<file path="src/rtl/nmi_trig_pkg.sv">
package nmi_trig_pkg;

  typedef enum logic [1:0] {
    TRIG_LVL_LOW  = 2'd0,
    TRIG_FALL     = 2'd1,
    TRIG_LVL_HIGH = 2'd2,
    TRIG_RISE     = 2'd3
  } trig_mode_e;

  localparam int CTRL_OFS  = 'h00;
  localparam int PEND_OFS  = 'h04;
  localparam int EN_OFS_A  = 'h08;
  localparam int EN_OFS_B  = 'h34;

  function automatic int enable_ofs(input bit alt_map);
    return alt_map ? EN_OFS_B : EN_OFS_A;
  endfunction

endpackage

</file>
<file path="src/rtl/nmi_sync.sv">
module nmi_sync #(
  parameter int STAGES  = 2,
  parameter bit RST_VAL = 1'b1
) (
  input  logic clk,
  input  logic rst,
  input  logic d,
  output logic q
);

  logic [STAGES-1:0] stage_q;

  for (genvar i = 0; i < STAGES; i++) begin : g_stage
    if (i == 0) begin : g_first
      always_ff @(posedge clk) begin
        if (rst) stage_q[i] <= RST_VAL;
        else     stage_q[i] <= d;
      end
    end else begin : g_next
      always_ff @(posedge clk) begin
        if (rst) stage_q[i] <= RST_VAL;
        else     stage_q[i] <= stage_q[i-1];
      end
    end
  end

  assign q = stage_q[STAGES-1];

endmodule

</file>
<file path="src/rtl/nmi_detect.sv">
module nmi_detect
  import nmi_trig_pkg::*;
#(
  parameter bit RST_VAL = 1'b1
) (
  input  logic       clk,
  input  logic       rst,
  input  logic       smp,
  input  trig_mode_e mode,
  output logic       hit
);

  logic prev_q;

  always_ff @(posedge clk) begin
    if (rst) prev_q <= RST_VAL;
    else     prev_q <= smp;
  end

  always_comb begin
    unique case (mode)
      TRIG_LVL_LOW:  hit = ~smp;
      TRIG_FALL:     hit = prev_q & ~smp;
      TRIG_LVL_HIGH: hit = smp;
      TRIG_RISE:     hit = smp & ~prev_q;
      default:       hit = 1'b0;
    endcase
  end

endmodule

</file>
<file path="src/rtl/nmi_regs.sv">
module nmi_regs
  import nmi_trig_pkg::*;
#(
  parameter int ADDR_W  = 8,
  parameter int DATA_W  = 32,
  parameter bit ALT_MAP = 1'b0
) (
  input  logic              clk,
  input  logic              rst,
  input  logic [ADDR_W-1:0] addr,
  input  logic              we,
  input  logic [DATA_W-1:0] wdata,
  input  logic              hit,
  output trig_mode_e        mode,
  output logic [DATA_W-1:0] rdata,
  output logic              pend,
  output logic              en,
  output logic              ack,
  output logic              irq
);

  localparam logic [ADDR_W-1:0] A_CTRL = ADDR_W'(CTRL_OFS);
  localparam logic [ADDR_W-1:0] A_PEND = ADDR_W'(PEND_OFS);
  localparam logic [ADDR_W-1:0] A_EN   = ADDR_W'(enable_ofs(ALT_MAP));

  logic [DATA_W-1:0] ctrl_q;
  logic              pend_q;
  logic              en_q;
  logic              irq_q;

  assign ack = we && (addr == A_PEND) && wdata[0];

  always_ff @(posedge clk) begin
    if (rst) begin
      ctrl_q <= '0;
      en_q   <= 1'b0;
      pend_q <= 1'b0;
      irq_q  <= 1'b0;
    end else begin
      if (we && addr == A_CTRL) ctrl_q <= wdata;
      if (we && addr == A_EN)   en_q   <= wdata[0];
      if (hit)      pend_q <= 1'b1;
      else if (ack) pend_q <= 1'b0;
      irq_q <= pend_q & en_q;
    end
  end

  always_comb begin
    rdata = '0;
    if (addr == A_CTRL)      rdata    = ctrl_q;
    else if (addr == A_PEND) rdata[0] = pend_q;
    else if (addr == A_EN)   rdata[0] = en_q;
  end

  assign mode = trig_mode_e'(ctrl_q[1:0]);
  assign pend = pend_q;
  assign en   = en_q;
  assign irq  = irq_q;

endmodule

</file>
<file path="src/rtl/nmi_trigger_ctrl.sv">
module nmi_trigger_ctrl
  import nmi_trig_pkg::*;
#(
  parameter int ADDR_W      = 8,
  parameter int DATA_W      = 32,
  parameter int SYNC_STAGES = 2,
  parameter bit ALT_MAP     = 1'b0,
  parameter bit IDLE_LEVEL  = 1'b1
) (
  input  logic              clk,
  input  logic              rst,
  input  logic              nmi_in,
  input  logic [ADDR_W-1:0] bus_addr,
  input  logic              bus_we,
  input  logic [DATA_W-1:0] bus_wdata,
  output logic [DATA_W-1:0] bus_rdata,
  output logic              irq_o
);

  logic       line_s;
  logic       det_hit;
  trig_mode_e trig_mode;
  logic       pend_q;
  logic       en_q;
  logic       ack_pulse;

  nmi_sync #(.STAGES(SYNC_STAGES), .RST_VAL(IDLE_LEVEL)) u_sync (
    .clk (clk),
    .rst (rst),
    .d   (nmi_in),
    .q   (line_s)
  );

  nmi_detect #(.RST_VAL(IDLE_LEVEL)) u_detect (
    .clk  (clk),
    .rst  (rst),
    .smp  (line_s),
    .mode (trig_mode),
    .hit  (det_hit)
  );

  nmi_regs #(.ADDR_W(ADDR_W), .DATA_W(DATA_W), .ALT_MAP(ALT_MAP)) u_regs (
    .clk   (clk),
    .rst   (rst),
    .addr  (bus_addr),
    .we    (bus_we),
    .wdata (bus_wdata),
    .hit   (det_hit),
    .mode  (trig_mode),
    .rdata (bus_rdata),
    .pend  (pend_q),
    .en    (en_q),
    .ack   (ack_pulse),
    .irq   (irq_o)
  );

endmodule

</file>
<file path="config.mk">
export PLATFORM = sky130hd
export DESIGN_NAME = nmi_trigger_ctrl
export DESIGN_NICKNAME = d
export VERILOG_FILES = /design/src/rtl/nmi_trig_pkg.sv /design/src/rtl/nmi_sync.sv /design/src/rtl/nmi_detect.sv /design/src/rtl/nmi_regs.sv /design/src/rtl/nmi_trigger_ctrl.sv
export SDC_FILE = /design/constraint.sdc
export NUM_CORES = 1
export LEC_CHECK = 0
export CORE_MARGIN = 1.5
export CORE_UTILIZATION = 40
export CTS_CLUSTER_SIZE = 28
export DETAILED_ROUTE_END_ITERATION = 8
export DONT_BUFFER_PORTS = 1
export PLACE_DENSITY = 0.65
export SYNTH_ARGS = -nofsm -noshare
export SYNTH_HDL_FRONTEND = slang
export SYNTH_HIERARCHICAL = 1
export SYNTH_SLANG_ARGS = --single-unit
</file>
<file path="constraint.sdc">
create_clock -name clk -period 1.5 [get_ports clk]
set_input_delay 0.15 -clock clk [delete_from_list [all_inputs] [get_ports clk]]
set_output_delay 0.15 -clock clk [all_outputs]
set_load 0.03 [all_outputs]
</file>
# Word-level counts from Yosys, hierarchy flattened
# Index checks and enable logic that the tools add are counted.
[classes]
n_addsub = 0
mul = 0
div_mod_pow = 0
n_lt_le_gt_ge = 0
n_eq_ne = 5
n_shift = 0
n_mux = 7
bitwise_logic = 5
reduce_logical = 7
[ops]
columns = ["cell", "n"]
rows = [
  ["two-way mux 31 bit", 1],
  ["== test 8 x 3 -> 1 bit, second input constant", 1],
  ["== test 8 x 4 -> 1 bit, second input constant", 1],
  ["logical NOT 8 bit", 1],
  ["two-way mux 1 bit", 5],
  ["== test 2 bit, second input constant", 2],
  ["logical AND 1 bit", 4],
  ["case mux 1 bit (4 select lines)", 1],
  ["AND 1 bit", 3],
  ["== test 2 x 1 -> 1 bit, second input constant", 1],
  ["logical NOT 2 bit", 1],
  ["inverter 1 bit", 2],
  ["nonzero test 2 bit", 1],
]
[word_totals]
ff_bits = 38
latchBits = 0
mem_bits_rw = 0
rom_bits = 0
in_bits = 44
out_inout_bits = 33
wordCells = 31
memories = 0

# Longest topological paths before layout
# Gate-level depths: netlist of the first run.
[depth]
depth_word = 5
mapped_depth = 5
ltp_nobuf = 4

# Hierarchy
# Netlist of the first run, hierarchy kept.
[by_module_without_submodules]
columns = ["mod", "instances", "cells_per_inst", "area_per_inst_um2", "seq_area_each_um2"]
rows = [
  ["nmi_regs", 1, 198, 1856.8, 700.7],
  ["nmi_detect", 1, 6, 52.6, 20.0],
  ["nmi_sync", 1, 4, 52.6, 40.0],
]

# Worst setup path before layout of the first run
# OpenSTA, ideal clock, no wires.
[synth_path]
path_type = "input -> output"
startpoint = "input bus_addr[1]"
endpoint = "output bus_rdata[0]"
arrival_time_ns = 1.846
required_time_ns = 1.350
path_slack_ns = -0.496
stages = 3
n_path_buf = 1
path_cell_list = "or4_1 > buf_2 > nor4b_1"
[synth_between]
elab_chain_cells = 4
elab_cells_between_ends = 6
classes_between = "eq/ne: 2; mux: 3; reduce/logical: 1"
[synth_rtl]
columns = ["element", "line_no", "text"]
rows = [
  ["start: declaration", "nmi_trigger_ctrl.sv:13", "input logic [ADDR_W-1:0] bus_addr,"],
  ["== test 8 x 4 -> 1 bit", "nmi_regs.sv:52", "else if (addr == A_EN) rdata[0] = en_q;"],
  ["two-way mux 1 bit", "nmi_regs.sv:52", ""],
  ["two-way mux 1 bit", "nmi_regs.sv:51", "else if (addr == A_PEND) rdata[0] = pend_q;"],
  ["two-way mux 1 bit *", "nmi_regs.sv:50", "if (addr == A_CTRL) rdata = ctrl_q;"],
  ["end: declaration", "nmi_trigger_ctrl.sv:16", "output logic [DATA_W-1:0] bus_rdata,"],
]
# Every way passes the cells marked *; elsewhere a longest branch is shown, timed or not.

# Worst setup path in the final report of the first run
[layout_path]
startpoint = "input bus_addr[7]"
endpoint = "output bus_rdata[24]"
[layout_between]
elab_chain_cells = 2
[layout_rtl]
columns = ["element", "line_no"]
rows = [
  ["logical NOT 8 bit", "nmi_regs.sv:50"],
  ["two-way mux 31 bit", "nmi_regs.sv:50"],
]
# No other way between the ends.

==> impl_results.md, run 1 <==
- Share of the yosys chip area belonging to registers: 38.8%
- H-tree Lvls: 2
- Number of standard cells in the final layout excluding fillers: 276
- Data required time of the worst path: 1350 ps
- Root Buffer Master: sky130_fd_sc_hd__clkbuf_8
- Largest driver fanout on the critical path: 8
- Slew of the pin with the lowest slew margin: 345 ps
- Power Dens Cells: 781 nW/µm²
- Avg Cell Area, Syn: 9.43 µm²
- Post-synthesis register bit count: 38
- Worst reg2reg setup slack: 560 ps
- Routed via count divided by cell count: 4.71
- Logic pwr share: 4.3%
- Switching portion of total power: 20.3%
- Area share of the leading cell type in the synthesized netlist: 38.8%
- Total standard cell area after synthesis: 1960 µm²
- Iteration count of the initial detailed-routing pass: 3
- Max Root-Sink Buffers: 2
- DRC violation count after routing: 0
- Final #Nets: 253
- Largest net degree at the start of global routing: 68
- Post-synthesis instance total: 208
- I/O Buffers: 0
- Number of inserted filler cells in the final layout: 459
- Number of post-CTS setup repair buffers: 0
- Initial DRC Count: 47
- Dpl cells: 266
- Dominant cell by count in the synthesized netlist: sky130_fd_sc_hd__nand2b_1
- Number of slew-limit violations in the final report: 0
- Reg2Reg Launch Point: u_regs/ctrl_q[1]$_SDFFE_PP0P_
- Critical path startpoint category: input pin
- Share of the core filled with cells: 47.2%
- Core Area: 4720 µm²
- Reported max-cap violation count: 0
- Die Span Y: 73.0 µm
- Endpoint arrival time on the critical path: 1320 ps
- RSZ-0062 raised after global routing: false
- Synth cell count leaders: 67 x sky130_fd_sc_hd__nand2b_1, 38 x sky130_fd_sc_hd__dfxtp_1, 34 x sky130_fd_sc_hd__mux2i_1, 31 x sky130_fd_sc_hd__and2_1, 10 x sky130_fd_sc_hd__clkbuf_1
- Average detailed-routed wire length per instance: 13.4 µm
- Depth of the worst register-to-register path: 4
- Endpoint class of the critical path: output port
- Count of antenna diodes in the layout: 0
- Number of warnings issued by yosys: 6
- Main area contributors after synthesis: sky130_fd_sc_hd__dfxtp_1 39%, sky130_fd_sc_hd__nand2b_1 21%, sky130_fd_sc_hd__mux2i_1 17%, sky130_fd_sc_hd__and2_1 9.9%, sky130_fd_sc_hd__buf_8 2.3%
- Clock tree from TritonCTS: built
- Full die area: 5330 µm²
- Final weighted congestion of routability-driven global placement: 0.707
- Top achievable clock speed: 0.679 GHz
- Overflow left after global routing: 0
- P&R area growth vs syn: 13.6%
- Sequential share of power: 58.4%
- Fraction of the cycle the final worst path needs: 98.3%
- Clock insertion delay at the later pin of the skew report: 280 ps
- Hold Fails Final Rpt: 0
- Crit Path Category: in -> out
- Number of clock sinks: 38
- Status: completed
- Top cell type by total area after synthesis: sky130_fd_sc_hd__dfxtp_1
- Switching power: 354 µW
- Post-detailed-route count of antenna-violating nets: 0
- Initial antenna violation count: 0
- Final worst hold slack: 17.0 ps
- Max transition margin: 76.8%
- Horiz. Die Dim: 73.0 µm
- Count of cell types in the netlist: 22
- Clock edge transition at the registers on the reported setup and hold paths: 70 ps
- Count of standard-cell rows: 25
- Peak supply drop: 0.352 mV
- Final wirelength: 3700 µm
- Primary flip-flop cell chosen by synthesis mapping: sky130_fd_sc_hd__dfxtp_1
- Boundary pin count: 77
- Number of enable flip-flop cells after synthesis: 0
- Share of synthesized registers carrying an async set or reset: 0%
- Post-route clock skew: 0.299 ps
- Internal power summed over all cells: 1.39 mW
- Tot Pwr: 1.74 mW
- Routed via count: 1299
- Vias in the first global route: 1259
- Fraction of power consumed by the clock network: 37.3%
- Detailed Place HPWL: 2460 µm
- CTS buffer count: 5
- Worst min path class: in -> reg
- R2R Path End: u_regs/pend$_SDFFE_PP0P_
- Fraction of final layout cells with drive strength greater than 1: 23.9%
- Hold Path Depth: 2
- Wire length of the first global-routing pass: 5820 µm
- Final setup violation count: 0
- Final critical delay including setup and external delays: 1470 ps
- Min-Delay Endpoint: u_regs/ctrl_q[17]$_SDFFE_PP0P_
- Leakage power summed over all cells: 0.762 nW
- Worst min-delay path startpoint: bus_wdata[17]
- Minimum setup slack in the final design: 26.2 ps
- Synthesized Nets: 252
- Initial core utilization: 41.5%
- Place WS: -26.4 ps
- Global routing usage summed across all routing layers: 14.2%
==> registers in the layout, indices dropped and copies added, names as in the netlist <==
name / flops
u_regs/irq: 1
u_regs/ctrl_q: 32
u_sync/stage_q: 1
u_detect/prev_q: 1
u_regs/pend: 1
u_regs/en: 1
u_sync/q: 1
==> metal layers <==
| layer | global-route usage (%) | vias to the layer above | share of wire (%) |
|---|---|---|---|
| li1 | - | 665 | - |
| met1 | 17.9 | 585 | 48 |
| met2 | 22.3 | 45 | 44 |
| met3 | 4.83 | 4 | 6.8 |
| met4 | 5.66 | 0 | 1.1 |
| met5 | 0 | - | 0 |
==> critical path, cell delays in order <==
cell                       delay, ps
sky130_fd_sc_hd__or4_4           560
sky130_fd_sc_hd__nor2_4          190
sky130_fd_sc_hd__clkbuf_4        220
sky130_fd_sc_hd__and2_4          210
==> what timing repair did <==
item / CTS / global route
setup endpoints to repair: 30 / 31
hold buffers: 2 / 0
gates resized for setup: 0 / 6
hold endpoints to repair: 4 / 0
pin swaps: 0 / 1
cloned: 0 / 1
==> metrics by stage <==
stage	setup TNS, ps	cell area (µm²)
after floorplan	-3310	2060
after global placement	-502	2110
after detailed placement	-580	2110
after CTS	-540	2200
after global routing	0	2230
final	0	2230
==> final cells by class <==
type | count | area [µm²] | area share (%)
Sequential cell | 38 | 762 | 34.2
Timing Repair Buffer | 10 | 113 | 5.05
Multi-Input combinational cell | 151 | 1180 | 53.1
Inverter | 3 | 11.3 | 0.505
Clock buffer | 7 | 76.3 | 3.42
Tap cell | 67 | 83.8 | 3.76
==> cell usage in the layout (no fill, tap or decap), types with 2 or more instances in the layout <==
| cell | synthesis | final |
|---|---|---|
| sky130_fd_sc_hd__mux2i_1 | 34 | 34 |
| sky130_fd_sc_hd__nand3b_1 | 2 | 2 |
| sky130_fd_sc_hd__or2_1 | 2 | 2 |
| sky130_fd_sc_hd__dlygate4sd3_1 | 0 | 2 |
| sky130_fd_sc_hd__and2_4 | 0 | 30 |
| sky130_fd_sc_hd__nor2_1 | 3 | 2 |
| sky130_fd_sc_hd__buf_4 | 2 | 3 |
| sky130_fd_sc_hd__dfxtp_1 | 38 | 37 |
| sky130_fd_sc_hd__nor4_1 | 2 | 2 |
| sky130_fd_sc_hd__inv_1 | 3 | 3 |
| sky130_fd_sc_hd__clkbuf_1 | 10 | 2 |
| sky130_fd_sc_hd__or4_4 | 0 | 2 |
| sky130_fd_sc_hd__clkbuf_8 | 0 | 5 |
| sky130_fd_sc_hd__nand2b_1 | 67 | 67 |
| sky130_fd_sc_hd__buf_12 | 0 | 2 |
| sky130_fd_sc_hd__buf_6 | 0 | 2 |
==> logic make-up after synthesis <==
family / count (synthesis) / share of synthesized area [%]
multiplexers: 34 / 17.3
flip-flops: 38 / 38.8
AO/OA/AOI/OAI: 4 / 1.40
AND/OR/NAND/NOR: 113 / 36.7
buffers and inverters: 19 / 5.80
==> worst max path at each step <==
stage	from	endpoint	slack, ps	cells after the start
detailed placement	bus_addr[7]	bus_rdata[24]	-30	4
global route	bus_addr[7]	bus_rdata[24]	2	4
finish	bus_addr[7]	bus_rdata[24]	30	4
floorplan	bus_addr[1]	u_regs/ctrl_q[0]$_SDFFE_PP0P_	-80	5
CTS	bus_addr[7]	bus_rdata[24]	-30	4
global placement	bus_addr[7]	bus_rdata[22]	-20	4
==> power by group through the flow <==
stage                     registers [mW]  clock network [mW]  logic, mW
after detailed placement            1.04                   0     0.0698
after floorplan                     1.04                   0     0.0781
final                               1.02               0.649     0.0756
after global placement              1.04                   0     0.0680
after CTS                           1.02               0.689     0.0750
after global routing                1.02               0.724     0.0826
No activity file was read; power rests on OpenSTA's default activity.
==> run 2: changes to the inputs <==
PLACE_DENSITY = 0.63   (was 0.65)
clock period = 1.65 ns   (was 1.5 ns; I/O delays follow)
==> run 2 against run 1 <==
Effect of this change:
- hold slack improved by 17 ps
- power fell by 8.3%
- clock power fell by 6.5%
- critical path type unchanged
- global-route usage fell by 0.64 points
==> impl_results.md, run 2 (synthesis results as in run 1) <==
- Internal power summed over all cells: 1.29 mW (was 1.39 mW)
- Overflow left after global routing: 0 (unchanged)
- Count of standard-cell rows: 25 (unchanged)
- Register with the highest flop count: u_regs/ctrl_q (unchanged)
- Fraction of final layout cells with drive strength greater than 1: 23.1% (was 23.9%)
- Average detailed-routed wire length per instance: 12.6 µm (was 13.4 µm)
- Worst min-delay path startpoint: bus_wdata[24] (was bus_wdata[17])
- Start point of the critical path: bus_addr[7] (unchanged)
- Crit Path Category: in -> out (unchanged)
- Power Dens Cells: 738 nW/µm² (was 781 nW/µm²)
- Final #Nets: 253 (unchanged)
- CTS buffer count: 5 (unchanged)
- Root Buffer Master: sky130_fd_sc_hd__clkbuf_8 (unchanged)
- Number of post-CTS setup repair buffers: 0 (unchanged)
- Number of slew-limit violations in the final report: 0 (unchanged)
- Initial core utilization: 41.5% (unchanged)
- Worst reg2reg setup slack: 710 ps (was 560 ps)
- Final TNS setup: 0 ps (unchanged)
- P&R area growth vs syn: 10.3% (was 13.6%)
- Final setup violation count: 0 (unchanged)
- Largest driver fanout on the critical path: 17 (was 8)
- Count of antenna diodes in the layout: 0 (unchanged)
- RSZ-0062 raised after global routing: false (unchanged)
- H-tree Lvls: 2 (unchanged)
- Top achievable clock speed: 0.639 GHz
- Boundary pin count: 77 (unchanged)
- Clock tree from TritonCTS: built (unchanged)
- Placement Cell Area: 2060 µm² (was 2110 µm²)
- Fraction of the cycle the final worst path needs: 94.8%
- Number of clock sinks: 38 (unchanged)
- Peak supply drop: 0.500 mV (was 0.352 mV)
- Detailed Place HPWL: 2370 µm (was 2460 µm)
- Data required time of the worst path: 1480 ps (was 1350 ps)
- Final wirelength: 3460 µm (was 3700 µm)
- Max Root-Sink Buffers: 2 (unchanged)
- Critical path startpoint category: input pin (unchanged)
- Slew of the pin with the lowest slew margin: 350 ps (was 345 ps)
- Number of flip-flops under the largest register name: 32 (unchanged)
- Sequential share of power: 57.9% (was 58.4%)
- Die Span Y: 73.0 µm (unchanged)
- DRC violation count after routing: 0 (unchanged)
- Endpoint class of the critical path: output port (unchanged)
- Core Area: 4720 µm² (unchanged)
- Initial DRC Count: 37 (was 47)
- Top library cells by usage in the layout, fill and taps aside: 67 x sky130_fd_sc_hd__nand2b_1, 38 x sky130_fd_sc_hd__dfxtp_1, 34 x sky130_fd_sc_hd__mux2i_1 (was 67 x sky130_fd_sc_hd__nand2b_1, 37 x sky130_fd_sc_hd__dfxtp_1, 34 x sky130_fd_sc_hd__mux2i_1)
- Worst min path class: in -> reg (unchanged)
- Full die area: 5330 µm² (unchanged)
- Endpoint arrival time on the critical path: 1400 ps (was 1320 ps)
- Post-route cell area: 2160 µm² (was 2230 µm²)
- Hold bufs inserted after CTS: 2 (unchanged)
- Most common cell after layout, fill and taps aside: sky130_fd_sc_hd__nand2b_1 (unchanged)
- Depth of the worst register-to-register path: 4 (unchanged)
- Logic pwr share: 4.1% (was 4.3%)
- Largest net degree at the start of global routing: 68 (unchanged)
- Worst setup path endpoint: bus_rdata[24] (unchanged)
- PostCTS Resize Cnt: 0 (unchanged)
- Leakage power summed over all cells: 0.743 nW (was 0.762 nW)
- Status: completed (unchanged)
- Wire length of the first global-routing pass: 5550 µm (was 5820 µm)
- Max transition margin: 76.4% (was 76.8%)
- Vias in the first global route: 1206 (was 1259)
- Horiz. Die Dim: 73.0 µm (unchanged)
- Switching power: 307 µW (was 354 µW)
- Hold Fails Final Rpt: 0 (unchanged)
- Routed via count divided by cell count: 4.77 (was 4.71)
- Clock insertion delay at the later pin of the skew report: 280 ps (about the same)
- I/O Buffers: 0 (unchanged)
- Fraction of power consumed by the clock network: 38.0% (was 37.3%)
- Iteration count of the initial detailed-routing pass: 4 (was 3)
- Reported max-cap violation count: 0 (unchanged)
- Reg2Reg Launch Point: u_regs/ctrl_q[0]$_SDFFE_PP0P_ (was u_regs/ctrl_q[1]$_SDFFE_PP0P_)
- Routed via count: 1312 (was 1299)
- Switching portion of total power: 19.2% (was 20.3%)
- Clock edge transition at the registers on the reported setup and hold paths: 70 ps (about the same)
- Final critical delay including setup and external delays: 1560 ps
- Post-route clock skew: 1.81 ps (was 0.299 ps)
- R2R Path End: u_regs/pend$_SDFFE_PP0P_ (unchanged)
- Final weighted congestion of routability-driven global placement: 0.717 (was 0.707)
- Post-detailed-route count of antenna-violating nets: 0 (unchanged)
- Tot Pwr: 1.60 mW (was 1.74 mW)
- Global routing usage summed across all routing layers: 13.6% (was 14.2%)
- Initial antenna violation count: 0 (unchanged)
-- run 2: cell count changes in the layout (fill, tap and decap cells not counted), moves of 2 or more --
| cell | before | now |
|---|---|---|
| sky130_fd_sc_hd__and2_2 | 0 | 30 |
| sky130_fd_sc_hd__and2_4 | 30 | 0 |
| sky130_fd_sc_hd__buf_4 | 3 | 7 |
| sky130_fd_sc_hd__buf_6 | 2 | 0 |
| sky130_fd_sc_hd__clkbuf_1 | 2 | 0 |
| sky130_fd_sc_hd__or4_1 | 0 | 2 |
| sky130_fd_sc_hd__or4_4 | 2 | 0 |
-- run 2: metrics by stage --
step	setup WS (ps)	cells	util (%)	hold slack (ps)
finish	86.0	275	45.8	34.4
global route	15.0	275	45.8	17.0
CTS	63.7	275	45.8	20.7
detailed placement	-43.6	267	43.7	268
global placement	-15.6	267	43.7	268
floorplan	17.4	208	-	262
-- run 2: worst max-delay path: stages --
cell and delay (ps):
sky130_fd_sc_hd__or4_1 590, sky130_fd_sc_hd__nor2_2 150, sky130_fd_sc_hd__buf_4 210, sky130_fd_sc_hd__and2_2 270
-- run 2: area by class of cell --
type	instances	area [µm²]
multi-input cells	151	1130
repair buffers	10	92.6
fillers	486	2560
inverters	3	11.3
clock buffers	6	82.6
well taps	67	83.8
flip-flops and latches	38	761
-- run 2: per-layer routing --
metal / global-route usage (%) / routed length, µm / vias to the layer above
li1: - / - / 668
met1: 17.0 / 1600 / 591
met2: 20.8 / 1510 / 48
met3: 5.39 / 294 / 5
met4: 5.66 / 59 / 0
met5: 0 / 0 / -
-- run 2: worst min path at each step --
| stage | endpoint | slack (ps) | cells after the start |
|---|---|---|---|
| floorplan | u_sync/stage_q[0]$_SDFF_PP1_ | 260 | 1 |
| detailed placement | u_sync/stage_q[0]$_SDFF_PP1_ | 270 | 1 |
| finish | u_regs/ctrl_q[24]$_SDFFE_PP0P_ | 30 | 2 |
| global placement | u_sync/stage_q[0]$_SDFF_PP1_ | 270 | 1 |
| CTS | u_regs/ctrl_q[24]$_SDFFE_PP0P_ | 20 | 2 |
| global route | u_regs/ctrl_q[11]$_SDFFE_PP0P_ | 20 | 2 |
-- run 2: power by group through the flow --
stage	Sequential (mW)	Combinational [mW]	Clock [mW]
2_1_floorplan	0.945	0.0691	0
3_3_place_gp	0.945	0.0625	0
3_5_place_dp	0.946	0.0620	0
4_1_cts	0.924	0.0671	0.639
5_1_grt	0.924	0.0724	0.676
6_report	0.925	0.0659	0.607
==> run 3: changes to the inputs <==
CORE_UTILIZATION = 50   (was 40)
PLACE_DENSITY = 0.74   (was 0.63)
==> run 3 against run 2 <==
Effect of this change:
- sequential share of layout area decreased by 0.22 points
- global-route usage is 4.1 points higher
- first-iteration DRC count grew 73%
- highest routed layer unchanged
- sequential power about the same
- register-to-register slack worse by 50 ps
- power is 7.3% higher
==> impl_results.md, run 3 (synthesis results as in run 1) <==
- Sequential share of power: 53.9% (was 57.9%)
- Final critical delay including setup and external delays: 1570 ps (was 1560 ps)
- Peak supply drop: 0.454 mV (was 0.500 mV)
- Data required time of the worst path: 1480 ps (about the same)
- Global routing usage summed across all routing layers: 17.7% (was 13.6%)
- Hold Fails Final Rpt: 0 (unchanged)
- Met3 WL post-DR: 242 µm (was 294 µm)
- Average detailed-routed wire length per instance: 14.2 µm (was 12.6 µm)
- Topmost layer with routed signal wires: met4 (unchanged)
- Reported max-cap violation count: 0 (unchanged)
- Initial core utilization: 52.8% (was 41.5%)
- Reg2Reg Launch Point: u_regs/ctrl_q[0]$_SDFFE_PP0P_ (unchanged)
- Largest driver fanout on the critical path: 18 (was 17)
- Initial DRC Count: 64 (was 37)
- Overflow left after global routing: 0 (unchanged)
- R2R Path End: u_regs/pend$_SDFFE_PP0P_ (unchanged)
- Internal power summed over all cells: 1.39 mW (was 1.29 mW)
- Worst reg2reg setup slack: 660 ps (was 710 ps)
- Status: completed (unchanged)
- Clock insertion delay at the later pin of the skew report: 280 ps (about the same)
- Fraction of final layout cells with drive strength greater than 1: 23.9% (was 23.1%)
- Critical path startpoint category: input pin (unchanged)
- Horiz. Die Dim: 65.6 µm (was 73.0 µm)
- RSZ-0062 raised after global routing: false (unchanged)
- Routed via count: 1353 (was 1312)
- CTS buffer count: 5 (unchanged)
- Fraction of the cycle the final worst path needs: 95.2% (was 94.8%)
- I/O Buffers: 0 (unchanged)
- Power Dens Cells: 787 nW/µm² (was 738 nW/µm²)
- Full die area: 4310 µm² (was 5330 µm²)
- Share of the core filled with cells: 58.6% (was 45.8%)
- Vias in the first global route: 1306 (was 1206)
- Final setup violation count: 0 (unchanged)
- Largest net degree at the start of global routing: 68 (unchanged)
- Max Root-Sink Buffers: 2 (unchanged)
- Final #Nets: 252 (was 253)
- Number of slew-limit violations in the final report: 0 (unchanged)
- Number of flip-flops under the largest register name: 32 (unchanged)
- Crit Path Category: in -> out (unchanged)
- Worst min path class: in -> reg (unchanged)
- Tot Pwr: 1.71 mW (was 1.60 mW)
- Post-route clock skew: 1.27 ps (was 1.81 ps)
- Slew of the pin with the lowest slew margin: 327 ps (was 350 ps)
- Leakage power summed over all cells: 0.756 nW (was 0.743 nW)
- Met1 WL: 1590 µm (was 1600 µm)
- Endpoint class of the critical path: output port (unchanged)
- Worst min-delay path startpoint: bus_wdata[25] (was bus_wdata[24])
- Logic pwr share: 4.0% (was 4.1%)
- Top library cells by usage in the layout, fill and taps aside: 67 x sky130_fd_sc_hd__nand2b_1, 38 x sky130_fd_sc_hd__dfxtp_1, 34 x sky130_fd_sc_hd__mux2i_1 (unchanged)
- Endpoint arrival time on the critical path: 1410 ps (was 1400 ps)
- Fraction of power consumed by the clock network: 42.1% (was 38.0%)
- Detailed Place HPWL: 2630 µm (was 2370 µm)
- Die Span Y: 65.6 µm (was 73.0 µm)
- DRC violation count after routing: 0 (unchanged)
- P&R area growth vs syn: 11.0% (was 10.3%)
- Switching portion of total power: 18.9% (was 19.2%)
- Depth of the worst register-to-register path: 4 (unchanged)
- Root Buffer Master: sky130_fd_sc_hd__clkbuf_8 (unchanged)
- Switching power: 324 µW (was 307 µW)
- Met2 wirelength from detailed routing: 1740 µm (was 1510 µm)
- Initial antenna violation count: 0 (unchanged)
- Final wirelength: 3650 µm (was 3460 µm)
- Clock tree from TritonCTS: built (unchanged)
- Max transition margin: 78.0% (was 76.4%)
- Core Area: 3720 µm² (was 4720 µm²)
- Final weighted congestion of routability-driven global placement: 0.805 (was 0.717)
- Wire length of the first global-routing pass: 5830 µm (was 5550 µm)
- Top achievable clock speed: 0.636 GHz (was 0.639 GHz)
- Number of standard cells in the final layout excluding fillers: 257 (was 275)
- Routed via count divided by cell count: 5.26 (was 4.77)
- Most common cell after layout, fill and taps aside: sky130_fd_sc_hd__nand2b_1 (unchanged)
- Number of clock sinks: 38 (unchanged)
- Clock edge transition at the registers on the reported setup and hold paths: 70 ps (about the same)
- Register with the highest flop count: u_regs/ctrl_q (unchanged)
- Boundary pin count: 77 (unchanged)
- Iteration count of the initial detailed-routing pass: 4 (unchanged)
- Count of standard-cell rows: 22 (was 25)
- Number of post-CTS setup repair buffers: 0 (unchanged)
- Post-route cell area: 2180 µm² (was 2160 µm²)
- Min-Delay Endpoint: u_regs/ctrl_q[25]$_SDFFE_PP0P_ (was u_regs/ctrl_q[24]$_SDFFE_PP0P_)
- Hold Path Depth: 2 (unchanged)
- Final worst hold slack: 32.4 ps (was 34.4 ps)
- H-tree Lvls: 2 (unchanged)
- Dpl cells: 247 (was 267)
- Post-detailed-route count of antenna-violating nets: 0 (unchanged)
- Count of antenna diodes in the layout: 0 (unchanged)
- Placement Cell Area: 2040 µm² (was 2060 µm²)
run 3: how the worst max path moves through the flow:
stage	start	end	slack [ps]
global route	u_regs/ctrl_q[0]$_SDFFE_PP0P_	bus_rdata[0]	10
global placement	bus_addr[1]	bus_rdata[22]	40
floorplan	bus_addr[1]	bus_rdata[10]	20
CTS	bus_addr[1]	bus_rdata[22]	-10
detailed placement	bus_addr[1]	bus_rdata[22]	-7
finish	bus_addr[7]	bus_rdata[16]	80
run 3: final cells by class:
| class | count | area, µm² |
|---|---|---|
| inverters | 3 | 11.3 |
| clock buffers | 8 | 110 |
| multi-input cells | 151 | 1140 |
| repair buffers | 9 | 97.6 |
| fillers | 332 | 1540 |
| flip-flops and latches | 38 | 761 |
| well taps | 48 | 60.1 |
run 3: power by group through the flow:
stage                     Combinational, mW  Sequential, mW  Clock, mW
after global placement               0.0608           0.945          0
after CTS                            0.0685           0.924      0.738
after floorplan                      0.0691           0.945          0
after detailed placement             0.0635           0.946          0
after global routing                 0.0744           0.924      0.789
final                                0.0683           0.925      0.722
run 3: what timing repair did:
item / 4_1_cts / 5_1_grt
hold buffers: 2 / 0
gates resized for setup: 0 / 3
hold endpoints to repair: 4 / 0
setup endpoints to repair: 18 / 31
run 3: worst max-delay path, cell delays in order:
cell and delay (ps):
sky130_fd_sc_hd__or4_1 610, sky130_fd_sc_hd__nor2_2 150, sky130_fd_sc_hd__buf_4 210, sky130_fd_sc_hd__and2_2 270
run 3: layer usage:
| layer | vias up | track usage (%) |
|---|---|---|
| met2 | 52 | 29.0 |
| li1 | 668 | - |
| met3 | 10 | 5.31 |
| met1 | 623 | 20.7 |
| met5 | - | 0 |
| met4 | 0 | 9.38 |
run 3: per-stage QoR:
step                setup TNS [ps]  setup slack [ps]
finish                           0              78.5
global route                     0              10.8
CTS                           -103             -12.6
detailed placement           -17.4             -6.53
global placement                 0              40.2
floorplan                        0              17.4
